## src/rtl/eg_pkg.sv

```systemverilog
package eg_pkg;
  typedef enum logic [2:0] {
    EG_OFF = 3'd0,
    EG_REL = 3'd1,
    EG_SUS = 3'd2,
    EG_DEC = 3'd3,
    EG_ATT = 3'd4
  } eg_state_e;

  localparam int EFF_W     = 6;
  localparam int EFF_MAX   = 63;
  localparam int ATT_SKIP  = 62;
  localparam int FAST_BASE = 48;
  localparam int TOP_BASE  = 60;
endpackage

```

## src/rtl/eg_rate_calc.sv

```systemverilog
module eg_rate_calc import eg_pkg::*; #(
  parameter int RATE_W = 5,
  parameter int KSR_W  = 5
) (
  input  logic [RATE_W-1:0] rate,
  input  logic [KSR_W-1:0]  ksr,
  output logic [EFF_W-1:0]  eff,
  output logic [3:0]        shift,
  output logic [1:0]        row
);
  localparam int SUM_W = RATE_W + 2;
  logic [SUM_W-1:0] sum;

  always_comb begin
    sum = {1'b0, rate, 1'b0} + SUM_W'(ksr);
    if (rate == '0)
      eff = '0;
    else if (sum > SUM_W'(EFF_MAX))
      eff = EFF_W'(EFF_MAX);
    else
      eff = EFF_W'(sum);
    shift = (eff < EFF_W'(FAST_BASE)) ? (4'd11 - eff[5:2]) : 4'd0;
    row   = eff[1:0];
  end
endmodule

```

## src/rtl/eg_increment.sv

```systemverilog
module eg_increment import eg_pkg::*; #(
  parameter int CNT_W = 16
) (
  input  logic             tick,
  input  logic [CNT_W-1:0] cnt,
  input  logic [EFF_W-1:0] eff,
  input  logic [3:0]       shift,
  input  logic [1:0]       row,
  output logic             step_en,
  output logic [3:0]       inc
);
  logic [CNT_W-1:0] mask;
  logic [2:0]       idx;
  logic             p;

  always_comb begin
    mask    = (CNT_W'(1) << shift) - CNT_W'(1);
    step_en = tick && ((cnt & mask) == '0);
    idx     = 3'(cnt >> shift);
    p = idx[0]
      | ((row == 2'd1) && (idx == 3'd4))
      | ((row == 2'd2) && ((idx == 3'd2) || (idx == 3'd6)))
      | ((row == 2'd3) && (idx != 3'd0));
    if (eff == '0)
      inc = 4'd0;
    else if (eff < EFF_W'(FAST_BASE))
      inc = {3'b000, p};
    else if (eff < EFF_W'(TOP_BASE))
      inc = (4'd1 + {3'b000, p}) << (eff[5:2] - 4'd12);
    else
      inc = 4'd8;
  end
endmodule

```

## src/rtl/eg_ssg_env.sv

```systemverilog
module eg_ssg_env import eg_pkg::*; #(
  parameter int ATT_W  = 10,
  parameter int RATE_W = 5,
  parameter int KSR_W  = 5,
  parameter int SL_W   = 4,
  parameter int TL_W   = 7,
  parameter int CNT_W  = 16
) (
  input  logic              clk,
  input  logic              rst_n,
  input  logic              key_on,
  input  logic              key_off,
  input  logic              eg_tick,
  input  logic [RATE_W-1:0] ar_rate,
  input  logic [RATE_W-1:0] d1_rate,
  input  logic [RATE_W-1:0] d2_rate,
  input  logic [RATE_W-1:0] rel_rate,
  input  logic [KSR_W-1:0]  ksr_ofs,
  input  logic [SL_W-1:0]   sus_lvl,
  input  logic [TL_W-1:0]   tot_lvl,
  input  logic [3:0]        ssg_ctl,
  output logic [ATT_W-1:0]  env_att,
  output logic              phase_rst
);
  localparam logic [ATT_W-1:0] ATT_MAX  = '1;
  localparam logic [ATT_W-1:0] SSG_HALF = ATT_W'(1) << (ATT_W - 1);
  localparam int SL_SH = ATT_W - SL_W - 1;
  localparam int TL_SH = ATT_W - TL_W;
  localparam int NRATE = 4;

  eg_state_e        state_q, st_n;
  logic [ATT_W-1:0] att_q, att_n;
  logic             inv_q, inv_n, keyed_q, keyed_n;
  logic             rst_pulse, swap;
  logic [CNT_W-1:0] cnt_q, cnt_nx;

  // per-phase rate decode, one per rate input
  logic [RATE_W-1:0] rate_v [NRATE];
  logic [EFF_W-1:0]  eff_v  [NRATE];
  logic [3:0]        sh_v   [NRATE];
  logic [1:0]        row_v  [NRATE];

  assign rate_v[0] = ar_rate;
  assign rate_v[1] = d1_rate;
  assign rate_v[2] = d2_rate;
  assign rate_v[3] = rel_rate;

  for (genvar g = 0; g < NRATE; g++) begin : g_rate
    eg_rate_calc #(.RATE_W(RATE_W), .KSR_W(KSR_W)) u_rc (
      .rate (rate_v[g]),
      .ksr  (ksr_ofs),
      .eff  (eff_v[g]),
      .shift(sh_v[g]),
      .row  (row_v[g])
    );
  end

  logic [1:0] rsel;
  always_comb begin
    unique case (state_q)
      EG_ATT:  rsel = 2'd0;
      EG_DEC:  rsel = 2'd1;
      EG_SUS:  rsel = 2'd2;
      default: rsel = 2'd3;
    endcase
  end

  assign cnt_nx = cnt_q + CNT_W'(1);

  logic       step_en;
  logic [3:0] inc;
  eg_increment #(.CNT_W(CNT_W)) u_inc (
    .tick   (eg_tick),
    .cnt    (cnt_nx),
    .eff    (eff_v[rsel]),
    .shift  (sh_v[rsel]),
    .row    (row_v[rsel]),
    .step_en(step_en),
    .inc    (inc)
  );

  // step arithmetic
  logic [ATT_W-1:0] sl_att, add_sat, dec_cand;
  logic [5:0]       amt;
  logic [ATT_W:0]   add_full, atk_dec;
  logic [ATT_W+4:0] atk_prod;
  logic             ssg_on, skip_atk;

  always_comb begin
    ssg_on   = ssg_ctl[3];
    skip_atk = (eff_v[0] >= EFF_W'(ATT_SKIP));
    sl_att   = (&sus_lvl) ? ATT_MAX : (ATT_W'(sus_lvl) << SL_SH);
    amt      = (ssg_on && state_q != EG_ATT) ? (6'(inc) * 6'd6) : 6'(inc);
    add_full = {1'b0, att_q} + (ATT_W+1)'(amt);
    add_sat  = add_full[ATT_W] ? ATT_MAX : add_full[ATT_W-1:0];
    atk_prod = ((ATT_W+5)'(att_q) + (ATT_W+5)'(1)) * (ATT_W+5)'(inc) + (ATT_W+5)'(15);
    atk_dec  = atk_prod[ATT_W+4:4];
    dec_cand = step_en ? add_sat : att_q;
  end

  // phase sequencing
  always_comb begin
    st_n      = state_q;
    att_n     = att_q;
    inv_n     = inv_q;
    keyed_n   = keyed_q;
    rst_pulse = 1'b0;
    swap      = 1'b0;
    if (key_on && !keyed_q) begin
      keyed_n   = 1'b1;
      rst_pulse = 1'b1;
      inv_n     = ssg_ctl[2];
      if (!skip_atk) begin
        st_n  = EG_ATT;
        att_n = ATT_MAX;
      end else begin
        st_n  = EG_DEC;
        att_n = '0;
      end
    end else if (key_off && keyed_q) begin
      keyed_n = 1'b0;
      if (state_q != EG_OFF) st_n = EG_REL;
    end else if (eg_tick) begin
      unique case (state_q)
        EG_ATT: begin
          if (step_en && inc != 4'd0) begin
            if (atk_dec >= {1'b0, att_q}) begin
              att_n = '0;
              st_n  = EG_DEC;
            end else begin
              att_n = att_q - atk_dec[ATT_W-1:0];
            end
          end
        end
        EG_DEC: begin
          if (dec_cand >= sl_att) begin
            att_n = sl_att;
            st_n  = EG_SUS;
          end else begin
            att_n = dec_cand;
          end
        end
        EG_SUS: begin
          if (ssg_on && att_q >= SSG_HALF) begin
            if (!ssg_ctl[0]) begin
              rst_pulse = 1'b1;
              swap      = ssg_ctl[1];
              if (!skip_atk) begin
                st_n = EG_ATT;
              end else begin
                att_n = '0;
                st_n  = (sus_lvl == '0) ? EG_SUS : EG_DEC;
              end
            end
          end else if (step_en) begin
            att_n = add_sat;
          end
        end
        EG_REL: begin
          if (step_en) begin
            if (add_full >= (ATT_W+1)'(ATT_MAX)) begin
              att_n = ATT_MAX;
              st_n  = EG_OFF;
            end else begin
              att_n = add_full[ATT_W-1:0];
            end
          end
        end
        default: ;
      endcase
    end
  end

  // output level: new attenuation, inversion flag before any toggle
  logic [ATT_W-1:0] shown, out_sat;
  logic [ATT_W:0]   out_sum;
  always_comb begin
    shown   = (ssg_on && inv_q && st_n > EG_REL) ? (att_n ^ ATT_MAX) : att_n;
    out_sum = {1'b0, shown} + ((ATT_W+1)'(tot_lvl) << TL_SH);
    out_sat = out_sum[ATT_W] ? ATT_MAX : out_sum[ATT_W-1:0];
  end

  always_ff @(posedge clk) begin
    if (!rst_n) begin
      state_q   <= EG_OFF;
      att_q     <= ATT_MAX;
      inv_q     <= 1'b0;
      keyed_q   <= 1'b0;
      cnt_q     <= '0;
      env_att   <= ATT_MAX;
      phase_rst <= 1'b0;
    end else begin
      state_q   <= st_n;
      att_q     <= att_n;
      inv_q     <= inv_n ^ swap;
      keyed_q   <= keyed_n;
      phase_rst <= rst_pulse;
      if (eg_tick) begin
        cnt_q   <= cnt_nx;
        env_att <= out_sat;
      end
    end
  end
endmodule

```

## config.mk

```make
export PLATFORM = sky130hd
export DESIGN_NAME = eg_ssg_env
export DESIGN_NICKNAME = d
export VERILOG_FILES = /design/src/rtl/eg_pkg.sv /design/src/rtl/eg_rate_calc.sv /design/src/rtl/eg_increment.sv /design/src/rtl/eg_ssg_env.sv
export SDC_FILE = /design/constraint.sdc
export NUM_CORES = 1
export LEC_CHECK = 0
export ABC_AREA = 1
export BUFFER_PORTS_ARGS = -buffer_cell sky130_fd_sc_hd__buf_2
export CAP_MARGIN = 25
export CELL_PAD_IN_SITES_DETAIL_PLACEMENT = 0
export CELL_PAD_IN_SITES_GLOBAL_PLACEMENT = 1
export CORE_MARGIN = 2
export CORE_UTILIZATION = 45
export CTS_BUF_LIST = sky130_fd_sc_hd__clkbuf_2 sky130_fd_sc_hd__clkbuf_4 sky130_fd_sc_hd__clkbuf_8
export CTS_CLUSTER_SIZE = 40
export DETAILED_ROUTE_END_ITERATION = 12
export HOLD_SLACK_MARGIN = 0.03
export PLACE_DENSITY = 0.95
export SETUP_SLACK_MARGIN = 0.2
export SKIP_CTS_REPAIR_TIMING = 1
export SKIP_LAST_GASP = 1
export SLEW_MARGIN = 20
export SYNTH_ARGS = -nofsm -noshare
export SYNTH_HDL_FRONTEND = slang
export SYNTH_SLANG_ARGS = --single-unit
```

## constraint.sdc

```tcl
create_clock -name clk -period 10.9 [get_ports clk]
set_input_delay 1.09 -clock clk [delete_from_list [all_inputs] [get_ports clk]]
set_output_delay 1.09 -clock clk [all_outputs]
set_load 0.03 [all_outputs]
```

==> results.toml <==
[run_status]
outcome = "finished clean"

[power_and_ir_drop]
static-leakage-power_uw = 0.005006
power.density_mw_per_mm2 = 202.9
max-vdd-ir-drop_v = 0.0001318

[layout]
layout-area-overhead-vs-synth_pct = 19.31
finalNonFillerCells = 1629
layout_cell_share_with_drive_strength_beyond_1_pct = 17.74
final_net_count = 1572
filler_cell_count = 1744
antenna_diodes = 0
final_core_util_pct = 55.14

[worst_setup_path]
setup.worst_path.end_class = "register"
critical-path-slowest-cell = "sky130_fd_sc_hd__fa_1"
critical_path.max_fanout = 6
critPathMaxStageDelay_ns = 0.56
timing.critical_path.from_type = "input port"
setup.worst_path.class = "in -> reg"
worst_ep_required_time_ns = 11.09
timing.reg2reg.worst_path_depth = 66
worstPathArrival_ns = 10.46
critical-path-top-cell-by-count = "sky130_fd_sc_hd__nand2_1"

[timing]
setup_viol = 0
final-max-slew-violation-count = 0
fmax_mhz = 97.38
timing_hold_violations_final = 0
fin_worst_hold_slack_ns = 0.4788
rsz0062_at_grt = "no"
fin_worst_skew_ns = 0.01239
slew_headroom_pct = 28.25
timing.final.crit_share_pct = 94.21
finalCriticalPeriod_ns = 10.27
max_slew.worst_pin.slew_ns = 1.066

[floorplan]
die_height_um = 137.7
number_of_i_o_pins = 56
rows = 48
die_width_um = 137.7
design.die.area_mm2 = 0.01897
initial_core_util_pct = 46.21
core_mm2 = 0.01742

[global_route]
grt_start_max_net_pins = 38
grt_pass1_wl_um = 36110
track_usage_pct = 23.30
globalRoute.totalOverflow = 0
antenna_violations_before_repair = 0
grt_pass1_vias = 7695

[min_path]
min_path_cells = 2
worstHoldPathType = "reg -> reg"

[detailed_routing]
drt_iter0_markers = 568
post_drt_wl_per_cell_um = 14.41
num_vias = 8656
remaining_drc_errors = 0
first_drt_pass_iteration_count = 6
drt-total-wl_um = 23470
avgViaCountPerCell = 5.314
ant_nets = 0

[logic_synthesis]
distinct_cell_type_count_of_the_synthesized_netlist = 57
synth_cells = 1306
ys_seq_elements = 42
ys_seq_area_share_pct = 10.45
post_synth.cell_area_avg_um2 = 6.163
ys.warnings.count = 0
synthesis.area_mm2 = 0.008049
synth_fp_nets = 1474

[placed_design]
place_inst = 1598
dpl.hpwl_um = 18210
buffer_ports.inserted = 55
place_congestion = 0.9041

[clock_network]
tritoncts.num_buffers = 5
numClockSinks = 42
ctsRootBufferMaster = "sky130_fd_sc_hd__clkbuf_8"
cts_max_path_buffers = 2
htree_num_levels = 2
clock_latency_ns = 0.30
tritoncts = "done"
clk_pin_slew_worst_paths_ns = 0.09

[job]
maxCapViolCount = 0
sequential cells by signal (all words and copies together), names as in the netlist:
name / flops
phase_rst: 1
cnt_q: 16
env_att: 10
keyed_q: 1
att_q: 10
inv_q: 1
state_q: 3
cells in the mapped netlist (all sizes together):
library cell  count  area [um^2]
o2111ai           3        26.28
o22ai             1        6.260
clkbuf           12        45.04
ha               96         1201
nand2           341         1351
mux2i             1        10.01
fa               27        540.5
nand4            14        87.58
nand3b            5        37.54
nor3             23        120.1
a32oi             2        25.03
o21ai            96        491.7
clkinv            5        18.77
nand3            71        370.4
nor4              7        43.79
a21o              5        37.54
nor3b             2        15.01
xnor2            12        105.1
o31ai             4        30.03
a22oi             1        7.510
a211oi           11        82.58
a311oi            1        8.760
o21a              1        7.510
o211ai            6        45.04
a221oi            1        8.760
a31o              1        8.760
o21bai           11        86.33
or2               4        25.02
xor2             40        350.3
and2              3        21.27
o221ai            2        17.52
nor2            137        565.5
a21oi            92        501.7
a31oi             6        37.54
buf               9        68.81
dfxtp            42        840.8
inv             211        802.0
worst paths after layout:
path | slack, ns | end | startpoint
max | 0.63 | env_att[1] | ksr_ofs[1]
min | 0.48 | env_att[5] | env_att[5]
max reg2reg | 1.07 | env_att[1] | state_q[2]
min reg2reg | 0.48 | env_att[5] | env_att[5]
where the power goes:
group / switching, uW / internal [uW] / total (uW)
Combinational: 971 / 664 / 1630
Clock: 54.9 / 73.3 / 128
Sequential: 17.4 / 168 / 185
cell type report:
class | count | area, um^2 | area share, %
clock buffers | 6 | 82.58 | 0.8599
clock inverters | 1 | 30.03 | 0.3127
inverters | 216 | 830.8 | 8.651
multi-input cells | 1028 | 6783 | 70.63
flip-flops and latches | 42 | 840.8 | 8.756
well taps | 225 | 281.5 | 2.932
repair buffers | 111 | 754.5 | 7.857
cell families (layout without fill, tap and decap cells):
| family | Yosys count | after routing | synth area share, % |
|---|---|---|---|
| AND/OR/NAND/NOR | 607 | 608 | 32.77 |
| buffers and inverters | 237 | 334 | 11.61 |
| flip-flops | 42 | 42 | 10.45 |
| multiplexers | 1 | 1 | 0.1244 |
| adder cells (fa/ha/maj) | 123 | 123 | 21.64 |
| AO/OA/AOI/OAI | 244 | 244 | 17.75 |
| XOR/XNOR | 52 | 52 | 5.658 |
worst max-delay path, delay by kind of cell:
family,cells,cell delay (ns)
XOR/XNOR,2,0.35
adder cells (fa/ha/maj),8,2.82
AND/OR/NAND/NOR,36,3.06
AO/OA/AOI/OAI,13,2.04
buffers and inverters,11,1.05
per-layer routing:
layer / routed length (um) / track usage (%)
met1: 10940 / 32.69
met3: 1029 / 1.104
met5: 0 / 0
met2: 11240 / 40.41
met4: 269 / 3.345
placed cells by master, fill, tap and decap left out, drive strengths merged, types with 23 or more instances in the layout:
cell type  Yosys  layout
nor2         137     137
ha            96      96
nor3          23      23
fa            27      27
o21ai         96      96
xor2          40      40
nand3         71      71
nand2        341     342
a21oi         92      92
dfxtp         42      42
inv          211     210
buf            9     109
metrics by stage:
step	cell area, um^2	setup slack [ns]	TNS (ns)	power (uW)
4_1_cts	8852	0.2259	0	1692
2_1_floorplan	8049	0.7457	0	1234
5_1_grt	9603	0.03624	0	2154
3_5_place_dp	8740	-0.05588	-0.1151	1552
3_3_place_gp	8740	0.1299	0	1546
6_report	9603	0.6307	0	1948
No activity file was read; power rests on OpenSTA's default activity.
